$ cat src/rtl/sw_pkg.sv
package sw_pkg;
  typedef enum logic [1:0] {
    ST_RUN    = 2'd0,
    ST_ARM    = 2'd1,
    ST_FROZEN = 2'd2
  } sw_state_e;

  localparam logic SRC_XTAL = 1'b0;
  localparam logic SRC_EXT  = 1'b1;
endpackage

$ cat src/rtl/cs_sync.sv
module cs_sync #(
  parameter int WIDTH  = 2,
  parameter int STAGES = 2
) (
  input  logic             clk,
  input  logic             rst_n,
  input  logic [WIDTH-1:0] d,
  output logic [WIDTH-1:0] q
);
  genvar gi;
  generate
    for (gi = 0; gi < WIDTH; gi++) begin : g_bit
      logic [STAGES-1:0] chain_q;
      logic [STAGES-1:0] chain_n;

      always_comb begin
        chain_n = {chain_q[STAGES-2:0], d[gi]};
      end

      always_ff @(posedge clk or negedge rst_n) begin
        if (!rst_n) chain_q <= '0;
        else        chain_q <= chain_n;
      end

      assign q[gi] = chain_q[STAGES-1];
    end
  endgenerate
endmodule

$ cat src/rtl/cs_ctrl.sv
module cs_ctrl
  import sw_pkg::*;
#(
  parameter int FREEZE_FALLS  = 2,
  parameter int RESTART_EDGES = 2
) (
  input  logic      clk,
  input  logic      rst_n,
  input  logic      sel_lvl,
  input  logic      xt_lvl,
  input  logic      ex_lvl,
  input  logic [1:0] src_rise,
  input  logic [1:0] src_fall,
  output logic      clk_o,
  output logic      pclk_o,
  output sw_state_e state_o,
  output logic      cur_o
);
  localparam int CNT_MAX = (FREEZE_FALLS > RESTART_EDGES) ? FREEZE_FALLS : RESTART_EDGES;
  localparam int CNT_W   = $clog2(CNT_MAX + 1);
  localparam logic [CNT_W-1:0] FRZ_LAST = CNT_W'(FREEZE_FALLS - 1);
  localparam logic [CNT_W-1:0] RST_DONE = CNT_W'(RESTART_EDGES);

  sw_state_e        state_q, state_n;
  logic             cur_q, cur_n;
  logic [CNT_W-1:0] cnt_q, cnt_n;
  logic             clk_q, clk_n;
  logic             pclk_q, pclk_n;
  logic             cur_lvl, fall_evt, pfall;
  logic             cnt_en, clk_en, pclk_en, state_en, cur_en;

  always_comb begin
    cur_lvl  = cur_q ? ex_lvl : xt_lvl;
    fall_evt = clk_q & ~cur_lvl;
    pfall    = fall_evt & pclk_q;
    state_n  = state_q;
    cur_n    = cur_q;
    cnt_n    = cnt_q;
    clk_n    = clk_q;
    pclk_n   = pclk_q;
    unique case (state_q)
      ST_RUN, ST_ARM: begin
        clk_n  = cur_lvl;
        pclk_n = fall_evt ? ~pclk_q : pclk_q;
        if (state_q == ST_RUN) begin
          if (clk_q && pclk_q && (sel_lvl != cur_q)) begin
            state_n = ST_ARM;
            cnt_n   = pfall ? CNT_W'(1) : '0;
          end
        end else if (pfall) begin
          if (cnt_q == FRZ_LAST) begin
            state_n = ST_FROZEN;
            cur_n   = ~cur_q;
            cnt_n   = '0;
            clk_n   = 1'b0;
          end else begin
            cnt_n = cnt_q + CNT_W'(1);
          end
        end
      end
      ST_FROZEN: begin
        clk_n = 1'b0;
        if (cur_q == SRC_XTAL) begin
          if (cnt_q == RST_DONE && src_rise[0]) begin
            state_n = ST_RUN;
            clk_n   = 1'b1;
          end else if (cnt_q != RST_DONE && src_fall[0]) begin
            cnt_n = cnt_q + CNT_W'(1);
          end
        end else begin
          if (cnt_q == RST_DONE && src_fall[1]) begin
            state_n = ST_RUN;
            clk_n   = 1'b0;
          end else if (cnt_q != RST_DONE && src_rise[1]) begin
            cnt_n = cnt_q + CNT_W'(1);
          end
        end
      end
      default: state_n = ST_FROZEN;
    endcase
    state_en = (state_n != state_q);
    cur_en   = (cur_n != cur_q);
    cnt_en   = (cnt_n != cnt_q);
    clk_en   = (clk_n != clk_q);
    pclk_en  = (pclk_n != pclk_q);
  end

  always_ff @(posedge clk or negedge rst_n) begin
    if (!rst_n) begin
      state_q <= ST_FROZEN;
      cur_q   <= SRC_XTAL;
      cnt_q   <= '0;
      clk_q   <= 1'b0;
      pclk_q  <= 1'b0;
    end else begin
      if (state_en) state_q <= state_n;
      if (cur_en)   cur_q   <= cur_n;
      if (cnt_en)   cnt_q   <= cnt_n;
      if (clk_en)   clk_q   <= clk_n;
      if (pclk_en)  pclk_q  <= pclk_n;
    end
  end

  assign clk_o   = clk_q;
  assign pclk_o  = pclk_q;
  assign state_o = state_q;
  assign cur_o   = cur_q;
endmodule

$ cat src/rtl/clk_src_switch.sv
module clk_src_switch
  import sw_pkg::*;
#(
  parameter int SYNC_STAGES   = 2,
  parameter int FREEZE_FALLS  = 2,
  parameter int RESTART_EDGES = 2
) (
  input  logic clk_ref,
  input  logic rst_n,
  input  logic xtal_clk,
  input  logic ext_clk,
  input  logic sel_ext,
  output logic clk_out,
  output logic pclk_out
);
  logic       rst_meta, rst_sync_n;
  logic [2:0] raw_in, lvl;
  logic [1:0] src_prev, src_rise, src_fall;
  sw_state_e  sw_state;
  logic       cur_src;

  always_ff @(posedge clk_ref or negedge rst_n) begin
    if (!rst_n) begin
      rst_meta   <= 1'b0;
      rst_sync_n <= 1'b0;
    end else begin
      rst_meta   <= 1'b1;
      rst_sync_n <= rst_meta;
    end
  end

  assign raw_in = {sel_ext, ext_clk, xtal_clk};

  cs_sync #(.WIDTH(3), .STAGES(SYNC_STAGES)) u_sync (
    .clk   (clk_ref),
    .rst_n (rst_sync_n),
    .d     (raw_in),
    .q     (lvl)
  );

  always_ff @(posedge clk_ref or negedge rst_sync_n) begin
    if (!rst_sync_n) src_prev <= '0;
    else             src_prev <= lvl[1:0];
  end

  assign src_rise = lvl[1:0] & ~src_prev;
  assign src_fall = ~lvl[1:0] & src_prev;

  cs_ctrl #(.FREEZE_FALLS(FREEZE_FALLS), .RESTART_EDGES(RESTART_EDGES)) u_ctrl (
    .clk      (clk_ref),
    .rst_n    (rst_sync_n),
    .sel_lvl  (lvl[2]),
    .xt_lvl   (lvl[0]),
    .ex_lvl   (lvl[1]),
    .src_rise (src_rise),
    .src_fall (src_fall),
    .clk_o    (clk_out),
    .pclk_o   (pclk_out),
    .state_o  (sw_state),
    .cur_o    (cur_src)
  );
endmodule

$ cat config.mk
export PLATFORM = sky130hd
export DESIGN_NAME = clk_src_switch
export DESIGN_NICKNAME = d
export VERILOG_FILES = /design/src/rtl/sw_pkg.sv /design/src/rtl/cs_sync.sv /design/src/rtl/cs_ctrl.sv /design/src/rtl/clk_src_switch.sv
export SDC_FILE = /design/constraint.sdc
export NUM_CORES = 1
export LEC_CHECK = 0
export CAP_MARGIN = 20
export CELL_PAD_IN_SITES_DETAIL_PLACEMENT = 1
export CELL_PAD_IN_SITES_GLOBAL_PLACEMENT = 1
export CORE_UTILIZATION = 50
export CTS_BUF_LIST = sky130_fd_sc_hd__clkbuf_8
export DETAILED_ROUTE_END_ITERATION = 10
export PLACE_DENSITY_LB_ADDON = 0.1
export SYNTH_ARGS = -nofsm -noshare
export SYNTH_HDL_FRONTEND = slang
export SYNTH_SLANG_ARGS = --single-unit
$ cat constraint.sdc
create_clock -name clk_ref -period 2.1 [get_ports clk_ref]
set_clock_uncertainty 0.2 [all_clocks]
set_input_delay 0.315 -clock clk_ref [delete_from_list [all_inputs] [get_ports clk_ref]]
set_output_delay 0.315 -clock clk_ref [all_outputs]
set_load 0.01 [all_outputs]
# Yosys cells after proc, flatten, opt, wreduce, memory -nomap -nowiden
# Index checks and enable logic that the tools add are counted.
[classes]
addsub = 1
eq_ne = 11
n_mux = 32
bitwise_logic = 9
n_reduce_logical = 8
[op_table]
columns = ["cell", "n"]
rows = [
  ["$mux 2", 16],
  ["$mux 1", 13],
  ["$pmux 2 s2", 2],
  ["$logic_and 1x1->1", 6],
  ["$and 2x2->2", 2],
  ["$eq 2x1->1 const B", 2],
  ["$eq 2x2->1 const B", 2],
  ["$ne 1x1->1", 4],
  ["$ne 2x2->1", 2],
  ["$not 2->2", 2],
  ["$not 1->1", 3],
  ["$add 2x1->2 const B", 1],
  ["$and 1x1->1", 2],
  ["$logic_not 2->1", 1],
  ["$ne 2x2->1 const B", 1],
  ["$pmux 1 s2", 1],
  ["$reduce_or 2->1", 1],
]
[totals]
regBits = 17
input_bits = 5
output_inout_bits = 2
wordCells = 72

# Logic depth before layout (Yosys ltp)
# Gate-level depths: netlist of run 1.
[depth]
ltp_word = 9
mapped_depth = 8
mapped_depth_nobuf = 7

# Modules after synthesis
# Synthesis of run 1 repeated with hierarchy kept, for this count alone.
[unflattened]
hier_cells = 66
hier_area_um2 = 789.5
[modules_own_cells]
columns = ["mod", "instances", "cells_each", "area_each_um2", "seq_area_each_um2"]
rows = [
  ["cs_ctrl", 1, 48, 478.0, 176.4],
  ["cs_sync", 1, 9, 172.7, 150.1],
  ["clk_src_switch", 1, 9, 138.9, 100.1],
]

# Least setup slack after synthesis of run 1
# Ideal clock, no wire load.
[synth_timing]
path_kind = "flip-flop to flip-flop"
start = "register u_ctrl.cur_q (netlist: u_ctrl.cur_o)"
end = "register u_ctrl.cnt_q[0]"
setup_time_ns = 0.066
arrival_ns = 1.647
required_time_ns = 1.834
slack_ns = 0.187
path_stages_with_launch = 9
n_path_buf = 1
period_less_slack_ns = 1.913
cell_sequence = "dfrtp_1 -> buf_6 -> mux2i_1 -> and2_1 -> ha_1 -> inv_1 -> or3_1 -> a31oi_1 -> a22o_1"
[synth_via]
elab_chain_len = 9
word_cells_on_any_way = 13
classes_between = "eq/ne: 2; mux: 7; bitwise: 3; reduce/logical: 1"
[synth_lines]
columns = ["item", "line", "rtl"]
rows = [
  ["start, declared", "cs_ctrl.sv:25", "logic cur_q, cur_n;"],
  ["start signal, assigned", "cs_ctrl.sv:97", "if (cur_en) cur_q <= cur_n;"],
  ["$mux 1", "cs_ctrl.sv:33", "cur_lvl = cur_q ? ex_lvl : xt_lvl;"],
  ["$not 1->1", "cs_ctrl.sv:34", "fall_evt = clk_q & ~cur_lvl;"],
  ["$and 1x1->1", "cs_ctrl.sv:34", ""],
  ["$and 1x1->1", "cs_ctrl.sv:35", "pfall = fall_evt & pclk_q;"],
  ["$mux 1", "cs_ctrl.sv:48", "cnt_n = pfall ? CNT_W'(1) : '0;"],
  ["$mux 2", "cs_ctrl.sv:46", "if (clk_q && pclk_q && (sel_lvl != cur_q)) begin"],
  ["$mux 2", "cs_ctrl.sv:45", "if (state_q == ST_RUN) begin"],
  ["$pmux 2 s2 *", "cs_ctrl.sv:41", "unique case (state_q)"],
  ["$ne 2x2->1", "cs_ctrl.sv:83", "cnt_en = (cnt_n != cnt_q);"],
  ["end signal, assigned", "cs_ctrl.sv:98", "if (cnt_en) cnt_q <= cnt_n;"],
  ["end, declared", "cs_ctrl.sv:26", "logic [CNT_W-1:0] cnt_q, cnt_n;"],
]
# Mark *: on every way between the ends. The rest lies on a longest branch, timed or not.
# A chain may end at the register's enable or synchronous reset.

# Worst setup path after layout of run 1
[layout_timing]
start = "register u_ctrl.cur_q (netlist: u_ctrl.cur_o)"
end = "register u_ctrl.clk_q (netlist: u_ctrl.clk_o)"
[layout_via]
elab_chain_len = 8
word_cells_on_any_way = 10
classes_between = "eq/ne: 1; mux: 6; bitwise: 3"
[layout_lines]
columns = ["item", "line", "rtl"]
rows = [
  ["$mux 1", "cs_ctrl.sv:33", ""],
  ["$not 1->1", "cs_ctrl.sv:34", ""],
  ["$and 1x1->1", "cs_ctrl.sv:34", ""],
  ["$and 1x1->1", "cs_ctrl.sv:35", ""],
  ["$mux 1", "cs_ctrl.sv:50", "end else if (pfall) begin"],
  ["$mux 1", "cs_ctrl.sv:45", ""],
  ["$pmux 1 s2 *", "cs_ctrl.sv:41", ""],
  ["$ne 1x1->1", "cs_ctrl.sv:84", "clk_en = (clk_n != clk_q);"],
  ["end signal, assigned", "cs_ctrl.sv:99", "if (clk_en) clk_q <= clk_n;"],
  ["end, declared", "cs_ctrl.sv:27", "logic clk_q, clk_n;"],
]
# Marked as above.

==> impl_metrics.yaml, run 1 <==
synthesis:
  synth_cells: 69
  synth_area_per_cell_um2: 11.4
  post_synth_num_cell_types: 32
  synth.most_common_cell: "dfrtp_1"
  synth_seq_cells: 17
  ys_seq_area_share_pct: 54.0
  async_flop_share_pct: 100
  syn-cell-area_um2: 790
  yosysWarnings: 0
  yosys_most_used_dff: "dfrtp_1"
  yosys-top-cells-count: "dfrtp_1 (16), nor2_1 (7), a21oi_1 (4), ha_1 (4), inv_1 (4)"
  synth_edf_count: 0
  yosys.area.top_type_share_pct: 50.7
  syn-num-nets: 78
  synth.area.top_cells: "dfrtp_1 (51%), ha_1 (6.3%), dfstp_2 (3.3%)"
  synth.largest_area_cell: "dfrtp_1"
critical_path:
  path_cells: "mux2i_4 -> and2_4 -> ha_4 -> buf_4 -> nand3_2 -> or3b_2 -> o21ai_2"
  startpoint_type: "flip-flop"
  critPathMaxStageDelay_ns: 0.48
  worst_setup_path_end_kind: "flip-flop"
  timing_worst_setup_path_type: "reg -> reg"
  critical_path_required_ns: 2.09
  reg2regPathDepth: 7
  cp_slowest_cell: "or3b_2"
  worst-path-max-fanout: 3
  worst-path-buf-inv: 1
  regToRegStartpoint: "u_ctrl.cur_o"
  reg2reg_to: "u_ctrl.clk_o"
  r2r_setup_slack_ns: 0.05
  crit_family: "simple AND/OR/NAND/NOR gates"
  crit_arrival_ns: 2.04
final_layout:
  final_area_um2: 995
  num_antenna_cells: 0
  regArea_um2: 427
  syn_to_final_growth_pct: 26.0
  final.fill_count: 135
  multi_input_comb_area_um2: 403
  layout.nets: 89
  utilization_pct: 71.9
  layout-drive-gt1-share_pct: 31.6
placement:
  placed_area_um2: 857
  io_buffers: 6
  hpwl_mm: 1.22
  place_congestion: 0.744
route:
  drt_first_pass_iters: 4
  detail-route-antenna-nets: 0
  num_vias: 586
  via_per_inst: 6.23
  wirelength_mm: 2.17
  wl_per_cell_um: 23.1
  first_iter_violations: 10
  post-route-drc-count: 0
floorplan:
  fp-row-count: 13
  fp.dieW_um: 41.7
  start_util_pct: 57.1
  core_mm2: 0.00138
  ioPinCount: 7
  die_area_mm2: 0.00174
  fp.dieH_um: 41.7
sta:
  grt_setup_unrepaired: "true"
  relSlewSlack_pct: 59.8
  setup_viol: 0
  fin_crit_sh_pct: 97.7
  maxSlewViolCount: 0
  holdWs_ns: 0.00902
  worstMarginPinSlew_ns: 0.604
  fmax_mhz: 488
  hold_viol: 0
  period_needed_ns: 2.05
grt:
  grtUsageTotal_pct: 26.0
  grt_start_max_net_pins: 16
  antenna_found_initial: 0
  grt_overflow: 0
  grt_pass1_vias: 642
  grt_pass1_wl_mm: 3.21
power_and_ir_drop:
  p_leak_nw: 0.415
  vdd_drop_max_v: 0.000981
  pwr_density_cell_mw_per_mm2: 1480
clocking:
  cts_tree: "built"
  root_buffer: "clkbuf_8"
  cts.sinks: 17
  clk_pin_slew_ns: 0.07
  cts_max_path_buffers: 2
  clock_latency_ns: 0.26
  hold_buffers: 0
  htreeDepth: 1
  cts_made_buffers: 3
run_status:
  status: "finished clean"
job:
  max-cap-violations: 0
min_path:
  hold_path_class: "in -> async"
## sequential cells by signal, indices dropped and copies added (netlist names)
name / count
rst_meta: 1
rst_sync_n: 1
src_prev: 2
u_ctrl.clk_o: 1
u_ctrl.cnt_q: 2
u_ctrl.cur_o: 1
u_ctrl.pclk_o: 1
u_ctrl.state_o: 2
u_sync.g_bit.chain_q: 6
## cell usage in the layout, fill, tap and decap left out, types with 2 or more instances in the layout
| cell type | n |
|---|---|
| inv_1 | 2 |
| dfrtp_1 | 16 |
| buf_4 | 3 |
| a21oi_1 | 4 |
| clkdlybuf4s50_1 | 6 |
| nor2_1 | 7 |
| clkbuf_8 | 3 |
| inv_2 | 2 |
| xor2_1 | 2 |
| nand2b_1 | 2 |
| ha_1 | 2 |
## where the power goes
| part | leakage, nW | total (W) | internal (W) | switching [W] |
|---|---|---|---|---|
| logic | 0.195 | 0.000632 | 0.000328 | 0.000304 |
| registers | 0.199 | 0.000584 | 0.000414 | 0.000170 |
| clock network | 0.0217 | 0.000259 | 0.000134 | 0.000125 |
| total | 0.415 | 0.00147 | 0.000875 | 0.000599 |
## how the worst max path moves through the flow
stage / startpoint / to / slack, ns / depth (start not counted)
after floorplan: u_ctrl.cur_o / u_ctrl.cnt_q[0] / 0.19 / 8
after global placement: u_sync.g_bit[0].chain_q[1] / u_ctrl.cnt_q[0] / 0.07 / 7
after detailed placement: u_ctrl.cur_o / u_ctrl.cnt_q[0] / 0.009 / 7
after CTS: u_ctrl.cur_o / u_ctrl.cnt_q[0] / 0.05 / 7
after global routing: u_ctrl.cur_o / u_ctrl.cnt_q[1] / -0.05 / 6
final: u_ctrl.cur_o / u_ctrl.clk_o / 0.05 / 7
## cells by family after synthesis
kind of cell / Yosys count / share of synthesized area [%]
adder cells (fa/ha/maj): 4 / 6.34
flip-flops: 17 / 54.0
other: 1 / 0.475
AND/OR/NAND/NOR: 22 / 17.4
XOR/XNOR: 3 / 3.33
multiplexers: 3 / 3.96
buffers and inverters: 7 / 4.28
AO/OA/AOI/OAI: 12 / 10.1
## per-layer routing
metal	wire length [um]	up-vias	track usage, %	part of all wire (%)
met5	0	-	0	0
met4	83	0	12.3	3.8
met3	132	13	7.39	6.1
met2	1080	26	41.3	50
met1	867	292	32.5	40
li1	-	255	-	-
## cell type report
class	instances	area share, %
clock inverters	1	0.755
flip-flops and latches	17	42.9
clock buffers	3	4.15
well taps	15	1.89
repair buffers	9	8.30
multi-input cells	45	40.5
inverters	4	1.51
## timing repair
| action | in CTS | in global routing |
|---|---|---|
| gates cloned | 0 | 0 |
| pin swaps | 1 | 5 |
| endpoints found under the setup margin | 1 | 2 |
| buffers inserted | 1 | 1 |
| gates resized for setup | 3 | 13 |
## through the flow
step	total power (W)	TNS, ns	std cells	setup slack [ns]
floorplan	0.000861	0	69	0.187
global placement	0.000981	0	88	0.0702
detailed placement	0.00102	0	88	0.00880
CTS	0.00132	0	93	0.0459
global route	0.00156	-0.0632	94	-0.0533
finish	0.00147	0	94	0.0489
No activity file was read; power rests on OpenSTA's default activity.
==> run 2: changes to the inputs <==
- CAP_MARGIN: 20 -> default
- CORE_UTILIZATION: 50 -> 42
- clock period: 2.1 -> 1.8 ns (I/O delays scaled with it)
==> impl_metrics.yaml, run 2 (same netlist as run 1, synthesis figures left out) <==
critical_path:
  path_cells: "mux2i_1 -> and2_4 -> ha_4 -> inv_2 -> or3_1 -> a31oi_1 -> a22o_1"
  startpoint_type: "flip-flop"
  cp_slowest_cell: "dfrtp_1"
  worst_setup_path_end_kind: "flip-flop"
  critical_path_required_ns: 1.79
  crit_arrival_ns: 1.81
  worst-path-max-fanout: 4
  critPathMaxStageDelay_ns: 0.36
  timing_worst_setup_path_type: "reg -> reg"
placement:
  placed_area_um2: 955
  hpwl_mm: 1.16
  dp_slack_ns: -0.0907
  io_buffers: 6
  place_congestion: 0.753
route:
  num_vias: 578
  first_iter_violations: 5
  post-route-drc-count: 0
  wirelength_mm: 1.57
  wl_per_cell_um: 13.8
  drt_first_pass_iters: 2
  detail-route-antenna-nets: 0
  via_per_inst: 5.07
grt:
  grt_busiest_layer: "met2"
  use_met1_pct: 26.0
  use_met3_pct: 3.20
  grt_pass1_vias: 590
  grt_start_max_net_pins: 16
  grt_pass1_wl_mm: 2.68
  antenna_found_initial: 0
  grtUsageTotal_pct: 19.4
  grt_overflow: 0
  met2_usage_pct: 28.4
power_and_ir_drop:
  p_leak_nw: 0.462
  swShare_pct: 35.2
  vdd_drop_max_v: 0.000750
  p_int_w: 0.00104
  pwr-share-comb_pct: 44.0
  pwr_density_cell_mw_per_mm2: 1540
  p_switching_w: 0.000565
  seqPwrFrac_pct: 38.7
  pwr-share-clk_pct: 17.3
floorplan:
  core_mm2: 0.00175
  fp-row-count: 15
  fp.dieH_um: 45.4
  fp.dieW_um: 45.4
  start_util_pct: 45.2
  die_area_mm2: 0.00206
  ioPinCount: 7
final_layout:
  top_register: "u_sync.g_bit.chain_q"
  final_area_mm2: 0.00104
  final_cell_mix: "dfrtp_1 (16), buf_4 (11), clkdlybuf4s50_1 (6)"
  final_common_cell: "dfrtp_1"
  largest_reg_flops: 6
  layout.nets: 99
  syn_to_final_growth_pct: 32.0
  layout-drive-gt1-share_pct: 31.5
  num_antenna_cells: 0
run_status:
  violations: "setup timing"
  status: "finished with violations"
sta:
  hold_viol: 0
  maxSlewViolCount: 0
  fmax_mhz: 551
  relSlewSlack_pct: 60.8
  period_needed_ns: 1.82
  layout_setup_ws_ns: -0.0162
  worstMarginPinSlew_ns: 0.588
  grt_setup_unrepaired: "true"
  setup_viol: 1
  fin_crit_sh_pct: 101
clocking:
  clock_latency_ns: 0.25
  clk_pin_slew_ns: 0.06
  cts.sinks: 17
  htreeDepth: 1
  cts_max_path_buffers: 2
  root_buffer: "clkbuf_8"
  cts_made_buffers: 3
  cts_tree: "built"
job:
  max-cap-violations: 0
min_path:
  hold_path_class: "reg -> async"
-- run 2: area by class of cell --
type	instances	area (um2)
fillers	200	703
flip-flops and latches	17	427
multi-input cells	45	359
repair buffers	19	164
clock buffers	3	41.3
well taps	25	31.3
inverters	4	15.0
clock inverters	1	5.00
-- run 2: metrics by stage --
step                      util [%]  hold WS [ns]  TNS (ns)  std cells  total power (W)
after floorplan                  -        -0.226   -0.0879         69          0.00101
after global placement        54.7        0.0605   -0.0667        109          0.00126
after detailed placement      54.7        0.0687    -0.156        109          0.00129
after CTS                     58.4        0.0657   -0.0787        114          0.00159
after global routing          59.7         0.108    -0.216        114          0.00173
final                         59.7        0.0424   -0.0162        114          0.00160
-- run 2: critical path, delay by kind of cell, from the launching register on --
kind / cells / cell delay, ns
buffers and inverters: 1 / 0.04
flip-flops: 1 / 0.36
multiplexers: 1 / 0.23
AO/OA/AOI/OAI: 2 / 0.31
AND/OR/NAND/NOR: 2 / 0.48
adder cells (fa/ha/maj): 1 / 0.14
-- run 2: worst paths after layout --
kind / startpoint / to / slack [ns] / cells past startpoint
setup / recovery: u_ctrl.cur_o / u_ctrl.cnt_q[0] / -0.02 / 7
hold / removal: rst_sync_n / u_ctrl.state_o[0] / 0.04 / 0
setup reg to reg: u_ctrl.cur_o / u_ctrl.cnt_q[0] / -0.02 / 7
hold reg to reg: rst_sync_n / u_ctrl.state_o[0] / 0.04 / 0
max in group asynchronous: rst_n / rst_sync_n / 0.77 / 2
min in group clk_ref: u_sync.g_bit[1].chain_q[0] / u_sync.g_bit[1].chain_q[1] / 0.16 / 0
-- run 2: timing repair --
item,4_1_cts,5_1_grt
gates resized for setup,2,6
endpoints found under the hold margin,2,0
setup endpoints to repair,3,4
setup buffers,0,0
hold buffers,1,0
pin swaps,7,6
-- run 2: routing by layer --
layer	up-vias	wire, um
li1	277	-
met1	289	773
met2	7	724
met3	5	32
met4	0	42
met5	-	0
-- run 2: power groups by stage --
| stage | Sequential (W) | Combinational [W] | Clock (W) |
|---|---|---|---|
| 2_1_floorplan | 0.000566 | 0.000442 | 0 |
| 3_3_place_gp | 0.000605 | 0.000654 | 0 |
| 3_5_place_dp | 0.000615 | 0.000674 | 0 |
| 4_1_cts | 0.000612 | 0.000694 | 0.000287 |
| 5_1_grt | 0.000637 | 0.000799 | 0.000299 |
| 6_report | 0.000621 | 0.000706 | 0.000277 |
